===== src/rtl/cq_pkg.sv =====
package cq_pkg;
    localparam int CMD_W = 8;

    localparam logic [6:0] OP_NOP     = 7'h00;
    localparam logic [6:0] OP_FIFOCLR = 7'h01;
    localparam logic [6:0] OP_DEVRST  = 7'h02;
    localparam logic [6:0] OP_BUSRST  = 7'h03;
    localparam logic [6:0] OP_DMASTOP = 7'h04;
    localparam logic [6:0] OP_ATN_ON  = 7'h1A;
    localparam logic [6:0] OP_ATN_OFF = 7'h1B;
    localparam logic [6:0] OP_DISC    = 7'h27;
    localparam logic [6:0] OP_SELEN   = 7'h44;

    // urgent operations skip the queue
    function automatic logic op_urgent(input logic [6:0] op);
        return (op == OP_DEVRST) || (op == OP_BUSRST) || (op == OP_DMASTOP);
    endfunction

    // operations whose completion raises no interrupt
    function automatic logic op_quiet(input logic [6:0] op);
        return (op == OP_NOP) || (op == OP_FIFOCLR) || (op == OP_ATN_ON) ||
               (op == OP_ATN_OFF) || (op == OP_DISC) || (op == OP_SELEN) ||
               op_urgent(op);
    endfunction
endpackage


===== src/rtl/cq_slots.sv =====
module cq_slots #(
    parameter int CW = 8
) (
    input  logic          clk,
    input  logic          rst_n,
    input  logic          wr,
    input  logic [CW-1:0] wdata,
    input  logic          byp,
    input  logic [CW-1:0] byp_cmd,
    input  logic          flush,
    input  logic          done,
    input  logic          clr_err,
    output logic          start,
    output logic [CW-1:0] cur,
    output logic [CW-1:0] rdata,
    output logic          err,
    output logic          fin,
    output logic [6:0]    fin_op
);
    typedef struct packed {
        logic [CW-1:0] bot;
        logic [CW-1:0] top;
        logic [CW-1:0] last;
        logic          bot_v;
        logic          top_v;
        logic          run;
        logic          start;
        logic          err;
    } slot_t;

    slot_t q, d;

    assign fin = done && q.run;

    always_comb begin
        d       = q;
        d.start = 1'b0;
        if (fin) begin
            d.last  = q.bot;
            d.run   = 1'b0;
            d.bot   = q.top;
            d.bot_v = q.top_v;
            d.top_v = 1'b0;
        end
        if (q.bot_v && !q.run) begin
            d.start = 1'b1;
            d.run   = 1'b1;
        end
        d.err = q.err & ~clr_err;
        if (wr) begin
            if (!d.bot_v) begin
                d.bot   = wdata;
                d.bot_v = 1'b1;
            end else if (!d.top_v) begin
                d.top   = wdata;
                d.top_v = 1'b1;
            end else begin
                d.err = 1'b1;
            end
        end
        if (byp) d.last = byp_cmd;
        if (flush) begin
            d.bot_v = 1'b0;
            d.top_v = 1'b0;
            d.run   = 1'b0;
            d.start = 1'b0;
            d.err   = 1'b0;
        end
    end

    always_ff @(posedge clk or negedge rst_n) begin
        if (!rst_n) q <= '0;
        else        q <= d;
    end

    assign start  = q.start;
    assign cur    = q.bot;
    assign rdata  = q.bot_v ? q.bot : q.last;
    assign err    = q.err;
    assign fin_op = q.bot[6:0];
endmodule


===== src/rtl/cq_snapstk.sv =====
module cq_snapstk #(
    parameter int SW = 19
) (
    input  logic          clk,
    input  logic          rst_n,
    input  logic          push,
    input  logic [SW-1:0] pdata,
    input  logic          pop,
    input  logic          flush,
    output logic          head_v,
    output logic [SW-1:0] head,
    output logic          irq_n
);
    typedef struct packed {
        logic [SW-1:0] s0;
        logic [SW-1:0] s1;
        logic          v0;
        logic          v1;
        logic          irq_n;
    } stk_t;

    stk_t q, d;

    always_comb begin
        d = q;
        if (pop && q.v0) begin
            d.s0 = q.s1;
            d.v0 = q.v1;
            d.v1 = 1'b0;
        end
        if (push) begin
            if (!d.v0) begin
                d.s0 = pdata;
                d.v0 = 1'b1;
            end else if (!d.v1) begin
                d.s1 = pdata;
                d.v1 = 1'b1;
            end
        end
        if (flush) begin
            d.v0 = 1'b0;
            d.v1 = 1'b0;
        end
        d.irq_n = ~d.v0;
    end

    always_ff @(posedge clk or negedge rst_n) begin
        if (!rst_n) q <= '{s0: '0, s1: '0, v0: 1'b0, v1: 1'b0, irq_n: 1'b1};
        else        q <= d;
    end

    assign head_v = q.v0;
    assign head   = q.s0;
    assign irq_n  = q.irq_n;
endmodule


===== src/rtl/cmd_queue_irq.sv =====
module cmd_queue_irq #(
    parameter int STAT_W = 5,
    parameter int RSN_W  = 8,
    parameter int ST_W   = 3,
    parameter int PH_W   = 3
) (
    input  logic                     clk,
    input  logic                     rst_n,
    input  logic                     cmd_wr,
    input  logic [cq_pkg::CMD_W-1:0] cmd_wdata,
    output logic [cq_pkg::CMD_W-1:0] cmd_rdata,
    output logic                     cmd_err,
    output logic                     exe_start,
    output logic [cq_pkg::CMD_W-1:0] exe_cmd,
    input  logic                     exe_done,
    input  logic [STAT_W-1:0]        exe_status,
    input  logic [RSN_W-1:0]         exe_reason,
    input  logic [ST_W-1:0]          exe_state,
    output logic                     urg_start,
    output logic [cq_pkg::CMD_W-1:0] urg_cmd,
    input  logic                     isr_rd,
    input  logic                     latch_en,
    input  logic [PH_W-1:0]          bus_phase,
    output logic [STAT_W-1:0]        int_status,
    output logic [RSN_W-1:0]         int_reason,
    output logic [ST_W-1:0]          int_state,
    output logic [PH_W-1:0]          phase_out,
    output logic                     irq_n
);
    import cq_pkg::*;

    localparam int SNAP_W = PH_W + ST_W + RSN_W + STAT_W;
    localparam int RSN_LO = STAT_W;
    localparam int ST_LO  = STAT_W + RSN_W;
    localparam int PH_LO  = STAT_W + RSN_W + ST_W;

    typedef struct packed {
        logic             go;
        logic [CMD_W-1:0] cmd;
    } urg_t;

    urg_t u_q, u_d;

    logic              byp, devrst, fin, push, head_v;
    logic [6:0]        fin_op;
    logic [SNAP_W-1:0] head;

    assign byp    = cmd_wr && op_urgent(cmd_wdata[6:0]);
    assign devrst = byp && (cmd_wdata[6:0] == OP_DEVRST);

    cq_slots #(.CW(CMD_W)) u_slots (
        .clk     (clk),
        .rst_n   (rst_n),
        .wr      (cmd_wr && !byp),
        .wdata   (cmd_wdata),
        .byp     (byp),
        .byp_cmd (cmd_wdata),
        .flush   (devrst),
        .done    (exe_done),
        .clr_err (isr_rd),
        .start   (exe_start),
        .cur     (exe_cmd),
        .rdata   (cmd_rdata),
        .err     (cmd_err),
        .fin     (fin),
        .fin_op  (fin_op)
    );

    assign push = fin && !op_quiet(fin_op) && !devrst;

    cq_snapstk #(.SW(SNAP_W)) u_stack (
        .clk    (clk),
        .rst_n  (rst_n),
        .push   (push),
        .pdata  ({bus_phase, exe_state, exe_reason, exe_status}),
        .pop    (isr_rd),
        .flush  (devrst),
        .head_v (head_v),
        .head   (head),
        .irq_n  (irq_n)
    );

    always_comb begin
        u_d.go  = byp;
        u_d.cmd = byp ? cmd_wdata : u_q.cmd;
    end

    always_ff @(posedge clk or negedge rst_n) begin
        if (!rst_n) u_q <= '0;
        else        u_q <= u_d;
    end

    assign urg_start  = u_q.go;
    assign urg_cmd    = u_q.cmd;
    assign int_status = head_v ? head[STAT_W-1:0]        : '0;
    assign int_reason = head_v ? head[RSN_LO +: RSN_W]   : '0;
    assign int_state  = head_v ? head[ST_LO +: ST_W]     : '0;
    assign phase_out  = (latch_en && head_v) ? head[PH_LO +: PH_W] : bus_phase;
endmodule


===== config.mk =====
export PLATFORM = sky130hd
export DESIGN_NAME = cmd_queue_irq
export DESIGN_NICKNAME = d
export VERILOG_FILES = /design/src/rtl/cq_pkg.sv /design/src/rtl/cq_slots.sv /design/src/rtl/cq_snapstk.sv /design/src/rtl/cmd_queue_irq.sv
export SDC_FILE = /design/constraint.sdc
export NUM_CORES = 1
export LEC_CHECK = 0
export CAP_MARGIN = 20
export CORE_AREA = 2 2 77 134
export CTS_BUF_LIST = sky130_fd_sc_hd__clkbuf_8
export DETAILED_ROUTE_END_ITERATION = 8
export DIE_AREA = 0 0 79 136
export GPL_TIMING_DRIVEN = 0
export PLACE_DENSITY = 0.62
export SLEW_MARGIN = 30
export SYNTH_ARGS = -nofsm -noshare
export SYNTH_HDL_FRONTEND = slang
export SYNTH_SLANG_ARGS = --single-unit

===== constraint.sdc =====
create_clock -name clk -period 2.3 [get_ports clk]
set_input_delay 0.575 -clock clk [delete_from_list [all_inputs] [get_ports clk]]
set_output_delay 0.575 -clock clk [all_outputs]
set_load 0.02 [all_outputs]

* After elaboration in Yosys (flattened, before gate mapping)
Index checks and enable logic that the tools add are counted.
** Storage, ports and cells
- Bits in latches :: 0
- Memories :: 0
- Bits in writable memories :: 0
- Input port bits :: 33
- Memory bits (read-only) :: 0
- Bits in registers :: 79
- Output and inout bits :: 47
** Cells by class
- Shifts and indexed selects :: 0
- Add/sub/neg operators :: 0
- Divide/modulo/power cells :: 0
- Magnitude comparators :: 0
- $mul :: 0
- Bitwise gates (word level) :: 5
- Muxes and demuxes :: 27
- Equal/unequal tests :: 11
- Reduce and logical (&&, ||, !) cells :: 28
** Operator list (count)
- $mux W19 :: 4
- $mux W8 :: 7
- $mux W40 :: 1
- $eq A7 B2 Y1 const B :: 4
- $mux W16 :: 1
- $eq A7 B3 Y1 const B :: 2
- $eq A7 B5 Y1 const B :: 2
- $mux W11 :: 1
- $logic_or A1 B1 Y1 :: 10
- $mux W5 :: 2
- $logic_and A1 B1 Y1 :: 9
- $mux W2 :: 4
- $eq A7 B1 Y1 const B :: 1
- $eq A7 B6 Y1 const B :: 1
- $eq A7 B7 Y1 const B :: 1
- $logic_not A7 Y1 :: 1
- $mux W3 :: 2
- $reduce_and A3 Y1 :: 2
- $mux W1 :: 5
- $logic_not A1 Y1 :: 4
- $not A1 Y1 :: 4
- $reduce_bool A3 Y1 :: 1
- $reduce_bool A2 Y1 :: 1
- $and A1 B1 Y1 :: 1

* Longest topological paths before layout
- Depth after elaboration :: 13
- Gate-level depth with buffers :: 7

* Hierarchy
A second synthesis with hierarchy kept.
** Second synthesis, totals
- Cells, all modules :: 360
- Area total of the unflattened synthesis :: 4345.4 µm²
** By module, submodules not included
- cq_snapstk :: seq. area each 1027.2 µm², area an instance 1943.1 µm², times used 1, cells an instance 134
- cq_slots :: seq. area each 725.7 µm², area an instance 1801.7 µm², times used 1, cells an instance 168
- cmd_queue_irq :: seq. area each 225.2 µm², area an instance 600.6 µm², times used 1, cells an instance 58

* Worst setup path after synthesis
No wires, ideal clock.
- Kind :: input -> register
- Start point :: in cmd_wdata[3] in the netlist's numbering
- End point :: reg u_stack.q[12] in the netlist's numbering
- Stages on the path :: 7
- Arrival time :: 1902 ps
- Path slack :: 273 ps
- Path buffers :: 3
- Cells stage by stage :: nor4_4 and4b_1 buf_6 nand4b_2 buf_6 buf_12 mux2_4
** On the way
- Longest elaborated chain between the ends :: 8
- Elaborated cells on any way between the ends :: 10
- Classes of those cells :: eq/ne: 3; reduce/logical: 7
** RTL lines
- start, declared :: RTL line cmd_queue_irq.sv:10 : input logic [cq_pkg::CMD_W-1:0] cmd_wdata,
- $eq A7 B2 Y1 (on tied branches) :: RTL line cq_pkg.sv:16, cmd_queue_irq.sv:49
- $logic_or A1 B1 Y1 (2 in series) :: RTL line cq_pkg.sv:16 : return (op == OP_DEVRST) || (op == OP_BUSRST) || (op == OP_DMASTOP);
- $logic_and A1 B1 Y1 :: RTL line cmd_queue_irq.sv:48 : assign byp = cmd_wr && op_urgent(cmd_wdata[6:0]);
- $logic_and A1 B1 Y1 * :: RTL line cmd_queue_irq.sv:49 : assign devrst = byp && (cmd_wdata[6:0] == OP_DEVRST);
- $logic_not A1 Y1 * :: RTL line cmd_queue_irq.sv:69 : assign push = fin && !op_quiet(fin_op) && !devrst;
- $logic_and A1 B1 Y1 * :: RTL line cmd_queue_irq.sv:69
- $reduce_and A3 Y1 (no source line) *
- end signal, assigned :: RTL line cq_snapstk.sv:48 : if (!rst_n) q <= '{s0: '0, s1: '0, v0: 1'b0, v1: 1'b0, irq_n: 1'b1};
- end, declared :: RTL line cq_snapstk.sv:22 : stk_t q, d;
Mark *: on every way between the ends. The rest lies on a longest branch, timed or not.
A chain may end at the register's enable or synchronous reset.

* Final worst setup path
- Start point :: in cmd_wdata[3] in the netlist's numbering
- End point :: reg u_stack.q[13] in the netlist's numbering
The elaborated chain is that of the path after synthesis.

==> results by group <==
Logic synthesis
  – Async set or reset register ratio after synthesis: 100.0%
  – Post-synth top flop: dfrtp_1
  – Number of synthesized flops with an enable pin: 0
  – Synth Area in Simple Gates: 12.09%
  – Synthesized cell area: 3799 um^2
  – Avg Cell Area, Syn: 12.18 um^2
  – Sequential share of the synthesized area: 52.08%
  – Synthesized instance count: 312
  – Mapped Nets: 345
  – Compound-Gate Fraction of Synth Area: 6.094%
  – Flops & latches, synth: 79
  – Mux cell area share after synthesis: 24.84%
  – Post-Synth XOR/XNOR Area: 0.4611%
  – Main combinational cell family by area after synthesis: multiplexers
  – Adder-cell area share of the yosys netlist: 0%
  – Unique cell type count in the Yosys netlist: 39
  – YS warnings: 0

Global route
  – Largest net degree at the start of global routing: 65
  – Total Routing Usage GR: 16.36%
  – First-pass GRT wire length: 13.45 mm
  – Vias in the first global route: 2724
  – Antenna violations before repair: 0
  – Congestion Overflow GR: 0

Final layout
  – Share of cells above drive strength 1: 31.08%
  – Layout filler cell count: 908
  – Fin area: 5016 um^2
  – Net count reported at finish: 443
  – Area added between synthesis and finish: 32.05%
  – # diodes: 0

Setup path
  – Worst Path Class, Setup: input pin to register
  – Buf/Inv on CP: 4
  – Crit path cell chain: clkdlybuf4s50_1, nor4_4, and4b_1, buf_6, nand4b_2, buf_8, buf_12, mux2_4
  – CP top delay family: buffers and inverters
  – Critical Path Slowest Stage Cell: clkdlybuf4s50_1
  – Slowest cell delay on critical path: 0.48 ns
  – CP Data Required Time: 2.53 ns
  – CP Max Fanout: 10
  – Worst Path Arrival: 2.49 ns
  – CP Launch Type: input pin
  – Worst setup EP type: register

Route
  – Average wire per standard cell: 15.68 um
  – Vias: 2659
  – DRC: 0
  – WL final: 8.466 mm
  – DR pass1 iterations: 4
  – DRT iter0 DRCs: 82
  – DRT antenna net count: 0
  – Via/cell ratio: 4.924

Placement
  – Gp weighted congestion: 0.7908
  – Placed cell area: 4775 um^2
  – Place WS: -0.5239 ns
  – IO Port Bufs: 79
  – Post-DP HPWL: 5.932 mm

Floorplan
  – Initial Utilization: 39.04%
  – Die width: 79 um
  – Die area: 10740 um^2
  – Cell Rows: 48
  – Core Footprint: 9729 um^2
  – Top Ports: 80
  – Vert. Die Dim: 136 um

Clocking
  – Clock latency on the worst-skew pair: 0.36 ns
  – H-tree Lvls: 3
  – TritonCTS buffer count: 9
  – CTS root buf: clkbuf_8
  – Sink Count: 79
  – Clk buf depth: 2
  – CTS tree: built
  – Hold_buf cts: 0
  – Clock transition at path regs: 0.08 ns

Timing
  – Relative slew slack: 55.72%
  – Setup violators final: 0
  – Post-route minimum period: 2.255 ns
  – Period utilisation layout: 98.05%
  – Measured slew at the worst slew-check pin: 0.6643 ns
  – Slew Viols, Final: 0
  – Max Clock Skew: 0.007611 ns
  – Final setup margin: 0.04480 ns
  – Count of final hold-check violations: 0
  – FMAX: 443.4 MHz

Power
  – VDD IR-drop max: 0.5809 mV
  – P_leak: 2.342 nW
  – Power per cell area: 1259 nW/um^2

Run status
  – Status: finished clean

Job
  – Max-cap violations: 0

Min path
  – Worst min-delay path category: input pin to asynchronous set/reset pin
-- report_power, final --
group          internal (mW)  total, mW  leakage, nW  switching [mW]
sequential              2.01       2.39        0.963           0.379
combinational           1.70       3.04         1.28            1.34
clock                  0.401      0.880        0.102           0.479
total                   4.12       6.32         2.34            2.20
-- sequential cells by signal (all words and copies together) (netlist names) --
| register | flops |
|---|---|
| urg_start | 1 |
| urg_cmd | 8 |
| u_stack.head_v | 1 |
| u_slots.q | 19 |
| u_stack.q | 20 |
| u_slots.start | 1 |
| u_slots.err | 1 |
| u_stack.irq_n | 1 |
| u_stack.head | 19 |
| u_slots.cur | 8 |
-- logic make-up (layout without fill, tap and decap cells) --
logic type,count (synthesis),count (layout)
flip-flops,79,79
XOR/XNOR,2,2
buffers and inverters,26,129
AO/OA/AOI/OAI,36,36
multiplexers,81,81
AND/OR/NAND/NOR,88,88
-- final timing paths --
check,startpoint,endpoint,slack (ns),cells after the start
hold / removal,rst_n,u_stack.head[17],0.04,1
min in group clk,urg_cmd[6],urg_cmd[6],0.50,1
setup / recovery,cmd_wdata[3],u_stack.q[13],0.04,8
setup reg to reg,u_stack.head_v,u_stack.head[2],0.39,5
max in group asynchronous,rst_n,u_stack.head[0],1.69,2
hold reg to reg,urg_cmd[6],urg_cmd[6],0.50,1
-- synth_stat cells, types with 2 or more instances --
cell type / count / area [um^2]
buf_4: 8 / 60.06
nand2_1: 37 / 138.9
nand2b_1: 5 / 31.28
buf_6: 3 / 33.78
mux2_4: 10 / 150.1
buf_2: 2 / 10.01
nor2b_1: 5 / 31.28
dfrtp_1: 78 / 1952
nor2_1: 13 / 48.80
o21ai_0: 11 / 55.05
xnor2_1: 2 / 17.52
clkbuf_1: 7 / 26.28
and2_1: 17 / 106.4
a21oi_1: 10 / 50.05
mux2i_1: 5 / 50.05
mux2_2: 66 / 743.2
inv_1: 4 / 15.01
a31oi_1: 8 / 50.05
-- what timing repair did --
action / 4_1_cts / 5_1_grt
buffers inserted: 5 / 2
pin swaps: 4 / 2
setup endpoints to repair: 73 / 24
resized for setup: 40 / 6
-- layout by cell type, fill, tap and decap left out, types with 11 or more instances in the layout --
cell              n
o21ai_0          11
nand2_1          36
buf_4            14
clkdlybuf4s50_1  52
nor2_1           12
mux2_2           66
and2_1           17
dlygate4sd2_1    21
dfrtp_1          78
-- final cells by class --
class                   count  area [um^2]  share of cell area [%]
plain buffers              22        168.9                   3.367
clock inverters             6        23.77                  0.4739
multi-input cells         207         1660                   33.10
repair buffers             87        875.8                   17.46
inverters                   4        15.01                  0.2993
flip-flops and latches     79         1978                   39.44
clock buffers              10        137.6                   2.744
well taps                 125        156.4                   3.118
-- per-stage QoR --
stage | power, mW | cells | utilization [%] | hold WS (ns) | setup TNS (ns)
floorplan | 4.418 | 312 | - | 0.2794 | 0
global placement | 5.441 | 516 | 48.78 | 0.4826 | -204.76
detailed placement | 5.525 | 517 | 49.07 | 0.4157 | -32.48
CTS | 6.372 | 538 | 51.20 | 0.02349 | -0.002094
global route | 6.732 | 540 | 51.56 | 0.03327 | -0.01621
finish | 6.318 | 540 | 51.56 | 0.03564 | 0
-- per-layer routing --
metal / track usage (%) / part of all wire, % / up-vias
li1: - / - / 1271
met1: 17.92 / 40 / 1317
met2: 29.90 / 54 / 61
met3: 3.785 / 4.1 / 10
met4: 6.609 / 1.7 / 0
met5: 0 / 0 / -
No activity file was read; power rests on OpenSTA's default activity.
